**src/rtl/tlb_victim_sel_pkg.sv**
```systemverilog
package tlb_victim_sel_pkg;

  // Strobes from control to datapath
  typedef struct packed {
    logic loadResult;  // register the scan result this cycle
    logic stepRand;    // advance the pseudo-random source
  } vselStrobe_t;

  localparam logic [15:0] RAND_SEED = 16'hACE1;

endpackage

```
**src/rtl/tlb_victim_scan.sv**
```systemverilog
// Priority scan over N candidates: lowest empty slot, and the highest
// valid non-global slot of a foreign address space.
module tlb_victim_scan #(
  parameter int N      = 8,
  parameter int ASID_W = 10,
  localparam int IW    = (N > 1) ? $clog2(N) : 1
) (
  input  logic [N-1:0]        candValid,
  input  logic [N-1:0]        candGlobal,
  input  logic [N*ASID_W-1:0] candAsid,
  input  logic [ASID_W-1:0]   curAsid,
  output logic                hasEmpty,
  output logic [IW-1:0]       emptyIdx,
  output logic                hasForeign,
  output logic [IW-1:0]       foreignIdx
);

  always_comb begin
    hasEmpty = 1'b0;
    emptyIdx = '0;
    for (int i = 0; i < N; i++) begin
      if (!hasEmpty && !candValid[i]) begin
        hasEmpty = 1'b1;
        emptyIdx = IW'(i);
      end
    end
  end

  always_comb begin
    hasForeign = 1'b0;
    foreignIdx = '0;
    for (int i = 0; i < N; i++) begin
      if (candValid[i] && !candGlobal[i] &&
          (candAsid[i*ASID_W +: ASID_W] != curAsid)) begin
        hasForeign = 1'b1;
        foreignIdx = IW'(i);
      end
    end
  end

endmodule

```
**src/rtl/tlb_victim_ctrl.sv**
```systemverilog
module tlb_victim_ctrl
  import tlb_victim_sel_pkg::*;
(
  input  logic        clk,
  input  logic        rstN,
  input  logic        reqValid,
  output vselStrobe_t strobe,
  output logic        doneValid
);

  logic runEn;

  always_ff @(posedge clk) begin
    if (!rstN) begin
      runEn     <= 1'b0;
      doneValid <= 1'b0;
    end else begin
      runEn     <= 1'b1;
      doneValid <= reqValid;
    end
  end

  always_comb begin
    strobe.loadResult = reqValid;
    strobe.stepRand   = runEn;
  end

endmodule

```
**src/rtl/tlb_victim_dp.sv**
```systemverilog
module tlb_victim_dp
  import tlb_victim_sel_pkg::*;
#(
  parameter int VA_W     = 48,
  parameter int PS_W     = 6,
  parameter int ASID_W   = 10,
  parameter int WAYS     = 8,
  parameter int SETS     = 256,
  parameter int FA_DEPTH = 48,
  localparam int WAY_W    = $clog2(WAYS),
  localparam int SET_W    = $clog2(SETS),
  localparam int FA_W     = $clog2(FA_DEPTH),
  localparam int SA_TOTAL = WAYS * SETS,
  localparam int IDX_W    = $clog2(SA_TOTAL + FA_DEPTH)
) (
  input  logic                      clk,
  input  logic                      rstN,
  input  vselStrobe_t               strobe,
  input  logic [VA_W-1:0]           entryHi,
  input  logic [PS_W-1:0]           refillPs,
  input  logic [PS_W-1:0]           fixedPs,
  input  logic [ASID_W-1:0]         curAsid,
  output logic [SET_W-1:0]          lookupSet,
  input  logic [WAYS-1:0]           saValid,
  input  logic [WAYS-1:0]           saGlobal,
  input  logic [WAYS*ASID_W-1:0]    saAsid,
  input  logic [FA_DEPTH-1:0]       faValid,
  input  logic [FA_DEPTH-1:0]       faGlobal,
  input  logic [FA_DEPTH*ASID_W-1:0] faAsid,
  output logic [IDX_W-1:0]          victimIdx
);

  // Set selection from the address
  logic [PS_W:0] setShift;
  assign setShift  = {1'b0, fixedPs} + {{PS_W{1'b0}}, 1'b1};
  assign lookupSet = SET_W'(entryHi >> setShift);

  // Pseudo-random source
  logic [15:0] randReg;
  always_ff @(posedge clk) begin
    if (!rstN) begin
      randReg <= RAND_SEED;
    end else if (strobe.stepRand) begin
      randReg <= {randReg[14:0], randReg[15] ^ randReg[13] ^ randReg[12] ^ randReg[10]};
    end
  end

  logic [WAY_W-1:0] randWay;
  logic [FA_W-1:0]  randFa;
  assign randWay = randReg[WAY_W-1:0];

  generate
    if ((FA_DEPTH & (FA_DEPTH - 1)) == 0) begin : g_faPow2
      assign randFa = randReg[FA_W-1:0];
    end else begin : g_faWrap
      logic [FA_W-1:0] rawFa;
      assign rawFa  = randReg[FA_W-1:0];
      assign randFa = (rawFa >= FA_W'(FA_DEPTH)) ? (rawFa - FA_W'(FA_DEPTH)) : rawFa;
    end
  endgenerate

  // Candidate scans
  logic             saEmpty, saForeign, faEmpty, faForeign;
  logic [WAY_W-1:0] saEmptyWay, saForeignWay;
  logic [FA_W-1:0]  faEmptyIdx, faForeignIdx;

  tlb_victim_scan #(.N(WAYS), .ASID_W(ASID_W)) saScan_i (
    .candValid (saValid),
    .candGlobal(saGlobal),
    .candAsid  (saAsid),
    .curAsid   (curAsid),
    .hasEmpty  (saEmpty),
    .emptyIdx  (saEmptyWay),
    .hasForeign(saForeign),
    .foreignIdx(saForeignWay)
  );

  tlb_victim_scan #(.N(FA_DEPTH), .ASID_W(ASID_W)) faScan_i (
    .candValid (faValid),
    .candGlobal(faGlobal),
    .candAsid  (faAsid),
    .curAsid   (curAsid),
    .hasEmpty  (faEmpty),
    .emptyIdx  (faEmptyIdx),
    .hasForeign(faForeign),
    .foreignIdx(faForeignIdx)
  );

  // Victim choice
  logic             useSa;
  logic [WAY_W-1:0] saPick;
  logic [FA_W-1:0]  faPick;
  logic [IDX_W-1:0] nextVictim;

  assign useSa = (refillPs == fixedPs);

  always_comb begin
    if (saEmpty)        saPick = saEmptyWay;
    else if (saForeign) saPick = saForeignWay;
    else                saPick = randWay;

    if (faEmpty)        faPick = faEmptyIdx;
    else if (faForeign) faPick = faForeignIdx;
    else                faPick = randFa;

    if (useSa) nextVictim = IDX_W'({saPick, lookupSet});
    else       nextVictim = IDX_W'(SA_TOTAL) + IDX_W'(faPick);
  end

  always_ff @(posedge clk) begin
    if (!rstN) begin
      victimIdx <= '0;
    end else if (strobe.loadResult) begin
      victimIdx <= nextVictim;
    end
  end

endmodule

```
**src/rtl/tlb_victim_sel.sv**
```systemverilog
module tlb_victim_sel
  import tlb_victim_sel_pkg::*;
#(
  parameter int VA_W     = 48,
  parameter int PS_W     = 6,
  parameter int ASID_W   = 10,
  parameter int WAYS     = 8,
  parameter int SETS     = 256,
  parameter int FA_DEPTH = 48,
  localparam int SET_W    = $clog2(SETS),
  localparam int IDX_W    = $clog2(WAYS * SETS + FA_DEPTH)
) (
  input  logic                       clk,
  input  logic                       rstN,
  input  logic                       reqValid,
  input  logic [VA_W-1:0]            entryHi,
  input  logic [PS_W-1:0]            refillPs,
  input  logic [PS_W-1:0]            fixedPs,
  input  logic [ASID_W-1:0]          curAsid,
  output logic [SET_W-1:0]           lookupSet,
  input  logic [WAYS-1:0]            saValid,
  input  logic [WAYS-1:0]            saGlobal,
  input  logic [WAYS*ASID_W-1:0]     saAsid,
  input  logic [FA_DEPTH-1:0]        faValid,
  input  logic [FA_DEPTH-1:0]        faGlobal,
  input  logic [FA_DEPTH*ASID_W-1:0] faAsid,
  output logic                       doneValid,
  output logic [IDX_W-1:0]           victimIdx
);

  vselStrobe_t strobe;

  tlb_victim_ctrl ctrl_i (
    .clk      (clk),
    .rstN     (rstN),
    .reqValid (reqValid),
    .strobe   (strobe),
    .doneValid(doneValid)
  );

  tlb_victim_dp #(
    .VA_W(VA_W), .PS_W(PS_W), .ASID_W(ASID_W),
    .WAYS(WAYS), .SETS(SETS), .FA_DEPTH(FA_DEPTH)
  ) dp_i (
    .clk      (clk),
    .rstN     (rstN),
    .strobe   (strobe),
    .entryHi  (entryHi),
    .refillPs (refillPs),
    .fixedPs  (fixedPs),
    .curAsid  (curAsid),
    .lookupSet(lookupSet),
    .saValid  (saValid),
    .saGlobal (saGlobal),
    .saAsid   (saAsid),
    .faValid  (faValid),
    .faGlobal (faGlobal),
    .faAsid   (faAsid),
    .victimIdx(victimIdx)
  );

endmodule

```
**config.mk**
```make
export PLATFORM = sky130hd
export DESIGN_NAME = tlb_victim_sel
export DESIGN_NICKNAME = d
export VERILOG_FILES = /design/src/rtl/tlb_victim_sel_pkg.sv /design/src/rtl/tlb_victim_scan.sv /design/src/rtl/tlb_victim_ctrl.sv /design/src/rtl/tlb_victim_dp.sv /design/src/rtl/tlb_victim_sel.sv
export SDC_FILE = /design/constraint.sdc
export NUM_CORES = 1
export LEC_CHECK = 0
export ABC_AREA = 1
export BUFFER_PORTS_ARGS = -buffer_cell sky130_fd_sc_hd__buf_2
export CORE_AREA = 5 5 294 296
export CTS_CLUSTER_SIZE = 20
export DETAILED_ROUTE_END_ITERATION = 16
export DIE_AREA = 0 0 299 301
export REMOVE_ABC_BUFFERS = 1
export SKIP_CTS_REPAIR_TIMING = 1
export SLEW_MARGIN = 20
export SYNTH_ARGS = -nofsm -noshare
export SYNTH_HDL_FRONTEND = slang
export SYNTH_SLANG_ARGS = --single-unit
```
**constraint.sdc**
```tcl
create_clock -name clk -period 6.4 [get_ports clk]
set_clock_uncertainty 0.15 [all_clocks]
set_input_delay 0.32 -clock clk [delete_from_list [all_inputs] [get_ports clk]]
set_output_delay 0.32 -clock clk [all_outputs]
set_load 0.02 [all_outputs]
```
==> flow_metrics.py <==
metrics = {
    "synthesis": {
        "synth.ff_latch_count": 30,
        "synthArstFlopShare_pct": 0,
        "synthMuxAreaShare_pct": 0.08268,
        "synth_ff_type": "dfxtp_1",
        "synth_enable_flop_cells": 0,
        "synthSimpleGateAreaFrac_pct": 45.14,
        "yosys_warnings": 0,
        "synth_xor_area_share_pct": 17.36,
        "synth_compound_area_share_pct": 20.94,
        "syn-mean-instance-area_um2": 5.471,
        "synthCells": 2213,
        "seq_area_frac_synth_pct": 4.961,
        "synth_top_family_by_area": "simple AND/OR/NAND/NOR gates",
        "ys_types": 52,
        "synth-adder-area-share_pct": 0,
        "syn-cell-area_um2": 12110,
    },
    "sta": {
        "setup_viol": 0,
        "finalHoldViolations": 0,
        "fin_ws_ns": 1.236,
        "rsz0062_at_grt": "false",
        "worstMarginPinSlew_ns": 1.066,
        "drv_slew": 0,
        "setup_tns_ns": 0,
        "fin_crit_ns": 5.164,
        "relSlewSlack_pct": 27.98,
        "period_share_pct": 80.69,
        "max_freq_mhz": 193.6,
    },
    "cells_and_area": {
        "final_cell_mix": "760 x buf_2, 561 x nand2_1, 226 x inv_1",
        "final_common_cell": "buf_2",
        "syn2layout_area_growth_pct": 42.92,
        "drive_gt1_share_pct": 33.63,
        "layout.nets": 3640,
        "num-fill-cells": 9697,
        "final_cells": 3993,
    },
    "grt": {
        "gr-usage-all-layers_pct": 17.98,
        "globalRouteMet1Util_pct": 23.65,
        "overflow": 0,
        "antenna_found_initial": 31,
        "grt_use_met2_pct": 30.29,
        "grt_max_degree": 67,
        "grt_util_met3_pct": 3.201,
        "grt-busiest-layer": "met2",
        "grt_pass1_wl_um": 119900,
        "grt_pass1_vias": 17340,
    },
    "route": {
        "vias_per_cell": 4.566,
        "dr.first_iter.drc_count": 1555,
        "wirelength_um": 87540,
        "wl_per_cell_um": 21.92,
        "antenna_left": 0,
        "drc": 0,
        "vias": 18230,
        "first_pass_iters": 6,
    },
    "placed_design": {
        "placed_cells": 3968,
        "preCtsSetupSlack_ns": 0.8689,
        "hpwl_um": 75390,
        "place_congestion": 0.9632,
        "io_buffers": 764,
    },
    "floorplan": {
        "ios": 766,
        "fp.dieW_um": 299,
        "coreArea_um2": 83290,
        "num_rows": 106,
        "initial_core_util_pct": 14.54,
        "die-area_um2": 90000,
        "die_h_um": 301,
    },
    "setup_path": {
        "critPathArrivalTime_ns": 5.15,
        "critical_path_class": "input port to flop",
        "path_max_fanout": 4,
        "startpoint_type": "input port",
        "crit_slowest_cell": "o211ai_1",
        "cp-end-kind": "flop",
        "critical_path.max_stage_delay_ns": 0.32,
        "cp_data_required_time_ns": 6.39,
    },
    "power_and_ir_drop": {
        "leakage_uw": 0.008490,
        "cellPowerDensity_nw_per_um2": 92.72,
        "ir_drop_mv": 0.08919,
    },
    "job": {
        "maxCapViolCount": 0,
    },
    "clocking": {
        "cts_buffers": 5,
        "clkTransAtPathRegs_ns": 0.05,
        "tritoncts": "done",
        "cts.sinks": 30,
        "clock_latency_ns": 0.27,
        "ctsRootBufferMaster": "clkbuf_16",
        "clock_tree.htree_level_count": 2,
        "clockBufferDepth": 2,
    },
    "run_status": {
        "status": "complete, no violations",
    },
    "worst_hold_path": {
        "hold_path.class": "input port to flop",
    },
}
sequential cells by signal (all words and copies together), names as in the netlist:
name / flops
ctrl_i.doneValid: 1
ctrl_i.runEn: 1
dp_i.randReg: 16
dp_i.victimIdx: 12
metrics by stage:
stage               hold slack (ns)  area (um2)  utilization (%)  total power, uW
floorplan                    0.1977       11610                -            731.1
global placement             0.2939       17100            20.52             1333
detailed placement           0.2965       17100            20.52             1338
CTS                          0.1679       17260            20.72             1606
global route                 0.1966       17280            20.74             1726
finish                       0.1772       17300            20.77             1604
cells in the mapped netlist (24+ instances only):
cell type	count	area [um2]
nand4_1	40	250.2
nor2_1	185	694.4
a221oi_1	38	332.8
buf_1	24	90.09
clkbuf_1	83	311.6
o22ai_1	59	369.1
dfxtp_1	30	600.6
or2_2	127	794.5
nor4_1	25	156.4
o2111ai_1	40	350.3
o21ai_0	133	665.6
xor2_1	128	1121
nand2_1	561	2106
xnor2_1	112	980.9
nand3_1	130	650.6
a21oi_1	39	195.2
inv_1	232	870.8
nor3_1	67	335.3
worst max-delay path: cells and delay by family:
kind / cells / cell delay [ns]
AND/OR/NAND/NOR: 32 / 4.23
buffers and inverters: 1 / 0.13
AO/OA/AOI/OAI: 2 / 0.44
cells by family (layout without fill, tap and decap cells):
family	after synthesis	after routing
AO/OA/AOI/OAI	387	387
XOR/XNOR	240	240
buffers and inverters	365	1048
flip-flops	30	30
multiplexers	1	1
other	0	17
AND/OR/NAND/NOR	1190	1190
routing by layer:
metal  wire length (um)  vias to the layer above
met1              37030                     8272
met2              40030                     1008
met3               7567                      151
li1                   -                     8782
met4               2767                       20
met5                147                        -
final cells by class:
type / count / area (um2) / area share, %
multi-input combinational: 1818 / 10130 / 58.53
timing repair buffer: 801 / 4111 / 23.76
tap: 1080 / 1351 / 7.810
inverter: 239 / 904.6 / 5.228
sequential: 30 / 600.6 / 3.471
clock buffer: 5 / 125.1 / 0.7231
antenna: 17 / 42.54 / 0.2459
clock inverter: 3 / 40.04 / 0.2314
path summary, 6_finish.rpt:
check,slack [ns],end,from,cells after the start
worst max-delay path,1.24,dp_i.victimIdx[3]$_SDFFE_PN0P_,faValid[1],35
worst min-delay path,0.18,ctrl_i.doneValid$_SDFF_PN0_,reqValid,3
worst max register to register,4.85,dp_i.randReg[2]$_SDFFE_PN0P_,ctrl_i.runEn$_DFF_P_,3
worst min register to register,0.31,dp_i.randReg[11]$_SDFFE_PN1P_,dp_i.randReg[11]$_SDFFE_PN1P_,2
power by group:
| part | internal (uW) | total, uW | leakage (uW) | switching [uW] |
|---|---|---|---|---|
| Clock | 182 | 264 | 0.0000837 | 81.9 |
| Sequential | 197 | 205 | 0.000247 | 7.93 |
| Combinational | 454 | 1140 | 0.00816 | 682 |
| Total | 833 | 1600 | 0.00849 | 772 |
(Power assumes the default switching activity.)
